$ cat config.mk
export PLATFORM = sky130hd
export DESIGN_NAME = bound_xlate
export DESIGN_NICKNAME = d
export VERILOG_FILES = /design/src/rtl/bound_xlate_pkg.sv /design/src/rtl/bx_cfg_regs.sv /design/src/rtl/bx_check.sv /design/src/rtl/bx_out_stage.sv /design/src/rtl/bound_xlate.sv
export SDC_FILE = /design/constraint.sdc
export NUM_CORES = 1
export LEC_CHECK = 0
export BUFFER_PORTS_ARGS = -buffer_cell sky130_fd_sc_hd__buf_2
export CELL_PAD_IN_SITES_DETAIL_PLACEMENT = 1
export CELL_PAD_IN_SITES_GLOBAL_PLACEMENT = 2
export CORE_UTILIZATION = 33
export CTS_BUF_LIST = sky130_fd_sc_hd__clkbuf_4 sky130_fd_sc_hd__clkbuf_8
export DETAILED_ROUTE_END_ITERATION = 8
export PLACE_DENSITY = 0.89
export REMOVE_ABC_BUFFERS = 1
export SYNTH_ARGS = -nofsm -noshare
export SYNTH_HDL_FRONTEND = slang
export SYNTH_SLANG_ARGS = --single-unit
export TNS_END_PERCENT = 10
$ cat constraint.sdc
create_clock -name clk -period 3.3 [get_ports clk]
set_input_delay 0.33 -clock clk [delete_from_list [all_inputs] [get_ports clk]]
set_output_delay 0.33 -clock clk [all_outputs]
set_load 0.02 [all_outputs]
$ cat src/rtl/bound_xlate_pkg.sv
package bound_xlate_pkg;

    localparam int LA_W_DEF = 16;
    localparam int PA_W_DEF = 20;

    typedef enum logic {
        TGT_BASE  = 1'b0,
        TGT_BOUND = 1'b1
    } cfg_tgt_e;

    typedef struct packed {
        logic pass;
        logic bypass;
        logic fail;
    } verdict_t;

    function automatic logic in_bounds(input logic [63:0] addr, input logic [63:0] bound);
        return addr < bound;
    endfunction

endpackage

$ cat src/rtl/bx_cfg_regs.sv
module bx_cfg_regs
    import bound_xlate_pkg::*;
#(
    parameter int PA_W = PA_W_DEF
) (
    input  logic            clk,
    input  logic            rst,
    input  logic            sup_mode,
    input  logic            cfg_we,
    input  logic            cfg_sel,
    input  logic [PA_W-1:0] cfg_wdata,
    output logic [PA_W-1:0] base_q,
    output logic [PA_W-1:0] bound_q
);

    logic wr_ok;
    assign wr_ok = cfg_we && sup_mode;

    always_ff @(posedge clk) begin
        if (rst) begin
            base_q  <= '0;
            bound_q <= '0;
        end else if (wr_ok) begin
            if (cfg_tgt_e'(cfg_sel) == TGT_BASE) base_q  <= cfg_wdata;
            else                                  bound_q <= cfg_wdata;
        end
    end

    // writes outside supervisor mode leave both registers unchanged
    p_user_write_ignored_r6: assert property (@(posedge clk) disable iff (rst)
        (cfg_we && !sup_mode) |=> ($stable(base_q) && $stable(bound_q)));

    // both registers come out of reset cleared
    p_reset_clear_r1: assert property (@(posedge clk)
        $past(rst) |-> (base_q == '0 && bound_q == '0));

endmodule

$ cat src/rtl/bx_check.sv
module bx_check
    import bound_xlate_pkg::*;
#(
    parameter int LA_W = LA_W_DEF,
    parameter int PA_W = PA_W_DEF
) (
    input  logic            req_valid,
    input  logic            sup_mode,
    input  logic [LA_W-1:0] req_laddr,
    input  logic [PA_W-1:0] base_q,
    input  logic [PA_W-1:0] bound_q,
    output verdict_t        verdict,
    output logic [PA_W-1:0] paddr_next
);

    localparam int CW = (LA_W > PA_W) ? LA_W : PA_W;

    logic [CW-1:0]   la_ext;
    logic [CW-1:0]   bd_ext;
    logic [PA_W-1:0] la_pa;
    logic            ok;

    assign la_ext = CW'(req_laddr);
    assign bd_ext = CW'(bound_q);
    assign la_pa  = PA_W'(req_laddr);
    assign ok     = in_bounds(64'(la_ext), 64'(bd_ext));

    always_comb begin
        verdict    = '0;
        paddr_next = '0;
        if (req_valid) begin
            if (sup_mode) begin
                verdict.bypass = 1'b1;
                paddr_next     = la_pa;
            end else if (ok) begin
                verdict.pass = 1'b1;
                paddr_next   = la_pa + base_q;
            end else begin
                verdict.fail = 1'b1;
            end
        end
    end

endmodule

$ cat src/rtl/bx_out_stage.sv
module bx_out_stage
    import bound_xlate_pkg::*;
#(
    parameter int LA_W = LA_W_DEF,
    parameter int PA_W = PA_W_DEF
) (
    input  logic            clk,
    input  logic            rst,
    input  logic            req_valid,
    input  logic            sup_mode,
    input  logic [LA_W-1:0] req_laddr,
    input  verdict_t        verdict,
    input  logic [PA_W-1:0] paddr_next,
    output logic            out_valid,
    output logic [PA_W-1:0] out_paddr,
    output logic            trap,
    output logic [LA_W-1:0] fault_addr
);

    logic fwd;
    assign fwd = verdict.pass | verdict.bypass;

    always_ff @(posedge clk) begin
        if (rst) begin
            out_valid  <= 1'b0;
            out_paddr  <= '0;
            trap       <= 1'b0;
            fault_addr <= '0;
        end else begin
            out_valid <= fwd;
            out_paddr <= fwd ? paddr_next : '0;
            trap      <= verdict.fail;
            if (verdict.fail) fault_addr <= req_laddr;
        end
    end

    // a blocked access never reaches memory
    p_trap_blocks_r3: assert property (@(posedge clk) disable iff (rst)
        trap |-> (!out_valid && out_paddr == '0));

    // outputs only follow a request
    p_valid_needs_req_r7: assert property (@(posedge clk) disable iff (rst)
        (out_valid || trap) |-> $past(req_valid));

    // fault register captures the trapping address
    p_fault_capture_r4: assert property (@(posedge clk) disable iff (rst)
        trap |-> (fault_addr == $past(req_laddr)));

    // fault register holds when no failure enters
    p_fault_hold_r4: assert property (@(posedge clk) disable iff (rst)
        !verdict.fail |=> $stable(fault_addr));

    // supervisor requests never trap and always forward
    p_bypass_r5: assert property (@(posedge clk) disable iff (rst)
        (req_valid && sup_mode) |=> (out_valid && !trap));

    // at most one outcome per request
    p_one_outcome_r2: assert property (@(posedge clk) disable iff (rst)
        $onehot0(verdict));

endmodule

$ cat src/rtl/bound_xlate.sv
module bound_xlate
    import bound_xlate_pkg::*;
#(
    parameter int LA_W = LA_W_DEF,
    parameter int PA_W = PA_W_DEF
) (
    input  logic            clk,
    input  logic            rst,
    input  logic            sup_mode,
    input  logic            cfg_we,
    input  logic            cfg_sel,
    input  logic [PA_W-1:0] cfg_wdata,
    input  logic            req_valid,
    input  logic [LA_W-1:0] req_laddr,
    output logic            out_valid,
    output logic [PA_W-1:0] out_paddr,
    output logic            trap,
    output logic [LA_W-1:0] fault_addr
);

    logic [PA_W-1:0] base_q;
    logic [PA_W-1:0] bound_q;
    logic [PA_W-1:0] paddr_next;
    verdict_t        verdict;

    bx_cfg_regs #(.PA_W(PA_W)) u_regs (
        .clk       (clk),
        .rst       (rst),
        .sup_mode  (sup_mode),
        .cfg_we    (cfg_we),
        .cfg_sel   (cfg_sel),
        .cfg_wdata (cfg_wdata),
        .base_q    (base_q),
        .bound_q   (bound_q)
    );

    bx_check #(.LA_W(LA_W), .PA_W(PA_W)) u_check (
        .req_valid  (req_valid),
        .sup_mode   (sup_mode),
        .req_laddr  (req_laddr),
        .base_q     (base_q),
        .bound_q    (bound_q),
        .verdict    (verdict),
        .paddr_next (paddr_next)
    );

    bx_out_stage #(.LA_W(LA_W), .PA_W(PA_W)) u_out (
        .clk        (clk),
        .rst        (rst),
        .req_valid  (req_valid),
        .sup_mode   (sup_mode),
        .req_laddr  (req_laddr),
        .verdict    (verdict),
        .paddr_next (paddr_next),
        .out_valid  (out_valid),
        .out_paddr  (out_paddr),
        .trap       (trap),
        .fault_addr (fault_addr)
    );

endmodule

==> results.md <==
* Core Region at about 11000 sq um
* Pint at 0.00161 W
* DR vias/cell at between 5 and 6
* Clock root buffer: clkbuf_8
* Most used flip-flop cell after synthesis: dfxtp_1
* Hold crit path type: in -> reg
* Status: complete, no violations
* Worst-Margin Slew at 805 ps
* Synth unique cells at 47
* LEAKAGE at approximately 2.0 nW
* CTS Buffer Depth at 2
* Vert. Die Dim at 111 um
* Synth Area per Inst at 8.25 sq um
* Clock Latency Late Sink at between 300 and 400 ps
* Clock tree sinks at between 70 and 80
* Drt wl/cell at between 15 and 20 um
* Placed Area at 4400 sq um
* Kind of critical path: reg -> reg
* CTS H-tree lvls at 3
* Antenna Violating Nets Remaining at 0
* Routed WL at roughly 11 mm
* Dpl hpwl at approximately 8.2 mm
* Post-route cell area at ~4600 sq um
* FP Rows at 39
* Number of synthesized flops with an enable pin at 0
* Highest clock rate at approximately 0.36 GHz
* Reg2reg start: u_regs.base_q[0]$_SDFFE_PP0P_
* Die width at about 110 um
* P per Cell Area at 475 nW/um^2
* Psw at approximately 0.0006 W
* Worst EP required at around 3600 ps
* Postcts setup bufs at 0
* DRC at 0
* Logic pwr share at between 10% and 20%
* Crit. Startpoint: u_regs.base_q[0]$_SDFFE_PP0P_
* Antenna Cells at 0
* Clk slew on worst S/H paths at ~90 ps
* Starting DRT DRC Count at 150
* Yosys warning count at 0
* CP Max Fanout at 4
* Via count at between 3000 and 4000
* Reg2reg end: u_out.out_paddr[18]$_SDFF_PP0_
* Post-Route Skew at between 10 and 15 ps
* Period Utilization, post-route at about 84%
* RePlAce Congestion at roughly 0.85
* Minimum clock period after layout at 2780 ps
* Sequential share of the synthesized area at approximately two fifths
* Layout net count at between 600 and 700
* Worst Reg-to-Reg Cells at 9
* Area grow syn2layout at 19.4%
* Share of flip-flops with an asynchronous set or reset at 0%
* Normalized max-slew margin at 46.3%
* Post-cts sizing count at 0
* Placed Cells at ~680
* CTS tree: done
* Total power at about 0.0022 W
* Critical Path End Type: register
* Mapped Cells at between 400 and 500
* GRT Overall Usage at between 15 and 20%
* Max-cap violations at 0
* Worst Setup EP: u_out.out_paddr[18]$_SDFF_PP0_
* Vias in the first global route at approximately 3500
* Final hold vios at 0
* Final std cells w/o fill at about 690
* Flop pwr share at a little under half
* Setup Viol. Count Final at 0
* Pre-Repair DR Iteration Count at 4
* Hold buffers post-CTS at 0
* Flops & latches, synth at 78
* CTS Buf Count at 9
* Full die area at between 10000 and 15000 sq um
* Slew Viols, Final at 0
* Initial core utilization at about a third
* Initial antenna violation count at 0
* Share of cells above drive strength 1 at 19.7%
* First-pass GRT wire length at ~18 mm
* Startpoint Class: register
* Grt ovf at 0
* Final TNS setup at 0 ps
* Maximum vdd drop at between 0.15 and 0.2 mV
* I/O pin total at 80
* Worst EP arrival at ~3100 ps
* Port Buf Inserts at 79
* HP Start: cfg_wdata[3]
* Cell Area, Synth at ~4000 sq um
* Switching share of total power at between 20% and 30%
* RSZ-0062 raised after global routing: no
* Clock power frac at a little under 40%
* Worst reg2reg setup slack at around 520 ps
* Pin count of the biggest net entering global routing at 58
==> state kept, by name (all words and copies together) (netlist names) <==
signal	flops
u_regs.bound_q	20
u_regs.base_q	20
u_out.fault_addr	16
u_out.out_valid	1
u_out.out_paddr	20
u_out.trap	1
==> final cells by class <==
cell class	instances	area (sq um)
Multi-Input combinational cell	356	2180
Clock inverter	7	123
Clock buffer	9	124
Timing Repair Buffer	83	425
Tap cell	143	179
Sequential cell	78	1560
Fill cell	1391	6820
Inverter	16	60.1
==> power by group through the flow <==
stage               combinational (W)  clock (W)  sequential [W]
floorplan                    0.000179          0         0.00104
global placement             0.000326          0         0.00102
detailed placement           0.000336          0         0.00102
CTS                          0.000339   0.000894        0.000996
global route                 0.000374   0.000933         0.00100
finish                       0.000337   0.000874        0.000996
==> worst max-delay path, stage by stage (launching register included) <==
cell	delay (ps)
dfxtp_1	320
ha_1	230
fa_1	450
a211oi_2	280
o211ai_1	160
and3_4	210
a2111oi_2	460
o21bai_1	190
a211oi_1	280
a31o_1	130
==> cell usage in the layout, fill, tap and decap left out, types with 4 or more instances in the layout <==
cell and instances:
a21oi_1 61, inv_1 16, nand3_1 12, buf_2 79
a21o_1 7, o21ai_0 17, nor3_1 5, dfxtp_1 78
xnor2_1 6, ha_1 31, mux2i_1 16, a211oi_1 6
clkbuf_8 9, nand2_1 95, buf_4 4, xor2_1 6
o211ai_1 4, nand2b_1 4, o21a_1 4, nor2_1 42
a22oi_1 6, nand4_1 4
==> worst min path at each step <==
stage,cells after the start,endpoint
after floorplan,1,u_regs.base_q[0]$_SDFFE_PP0P_
after global placement,2,u_regs.bound_q[5]$_SDFFE_PP0P_
after detailed placement,2,u_regs.bound_q[1]$_SDFFE_PP0P_
after CTS,3,u_regs.base_q[17]$_SDFFE_PP0P_
after global routing,3,u_regs.bound_q[9]$_SDFFE_PP0P_
final,3,u_regs.base_q[3]$_SDFFE_PP0P_
==> cell families (layout without fill, tap and decap cells) <==
family	count (synthesis)	count (layout)	share of synthesized area, %
adder cells (fa/ha/maj)	32	32	10.5
multiplexers	16	16	4.11
AO/OA/AOI/OAI	119	119	18.9
XOR/XNOR	12	12	2.70
buffers and inverters	38	115	3.99
AND/OR/NAND/NOR	177	177	19.7
flip-flops	78	78	40.1
==> synthesized netlist by cell type, types with 2 or more instances <==
cell | count | area share [%]
nand2_1 | 95 | 9.2
dfxtp_1 | 78 | 40
a21oi_1 | 61 | 7.8
nor2_1 | 42 | 4.1
ha_1 | 31 | 10
o21ai_0 | 17 | 2.2
clkbuf_1 | 16 | 1.5
inv_1 | 16 | 1.5
mux2i_1 | 16 | 4.1
nand3_1 | 12 | 1.5
a21o_1 | 7 | 1.4
a211oi_1 | 6 | 1.2
a22oi_1 | 6 | 1.2
xnor2_1 | 6 | 1.4
xor2_1 | 6 | 1.4
nor3_1 | 5 | 0.64
nand2b_1 | 4 | 0.64
nand4_1 | 4 | 0.64
o211ai_1 | 4 | 0.77
o21a_1 | 4 | 0.77
buf_1 | 3 | 0.29
o21bai_1 | 3 | 0.58
and3_1 | 2 | 0.32
nand3b_1 | 2 | 0.39
o31ai_1 | 2 | 0.39
or2_2 | 2 | 0.32
or4_1 | 2 | 0.39
==> metal layers <==
metal	GRT usage, %	part of all wire, %	vias to the layer above	routed length, um
li1	-	-	1777	-
met1	25.4	49	1681	5390
met2	28.5	45	81	4890
met3	2.47	4.0	13	436
met4	7.73	1.8	0	201
met5	0	0	-	0
==> stage by stage <==
| stage | util, % | worst slack (ps) | hold slack (ps) |
|---|---|---|---|
| 3_5_place_dp | 38.4 | 427 | 447 |
| 5_1_grt | 40.5 | 406 | 203 |
| 3_3_place_gp | 38.4 | 477 | 443 |
| 6_report | 40.5 | 517 | 209 |
| 2_1_floorplan | - | 603 | 399 |
| 4_1_cts | 40.5 | 561 | 195 |
Power figures use the tool's default switching activity.
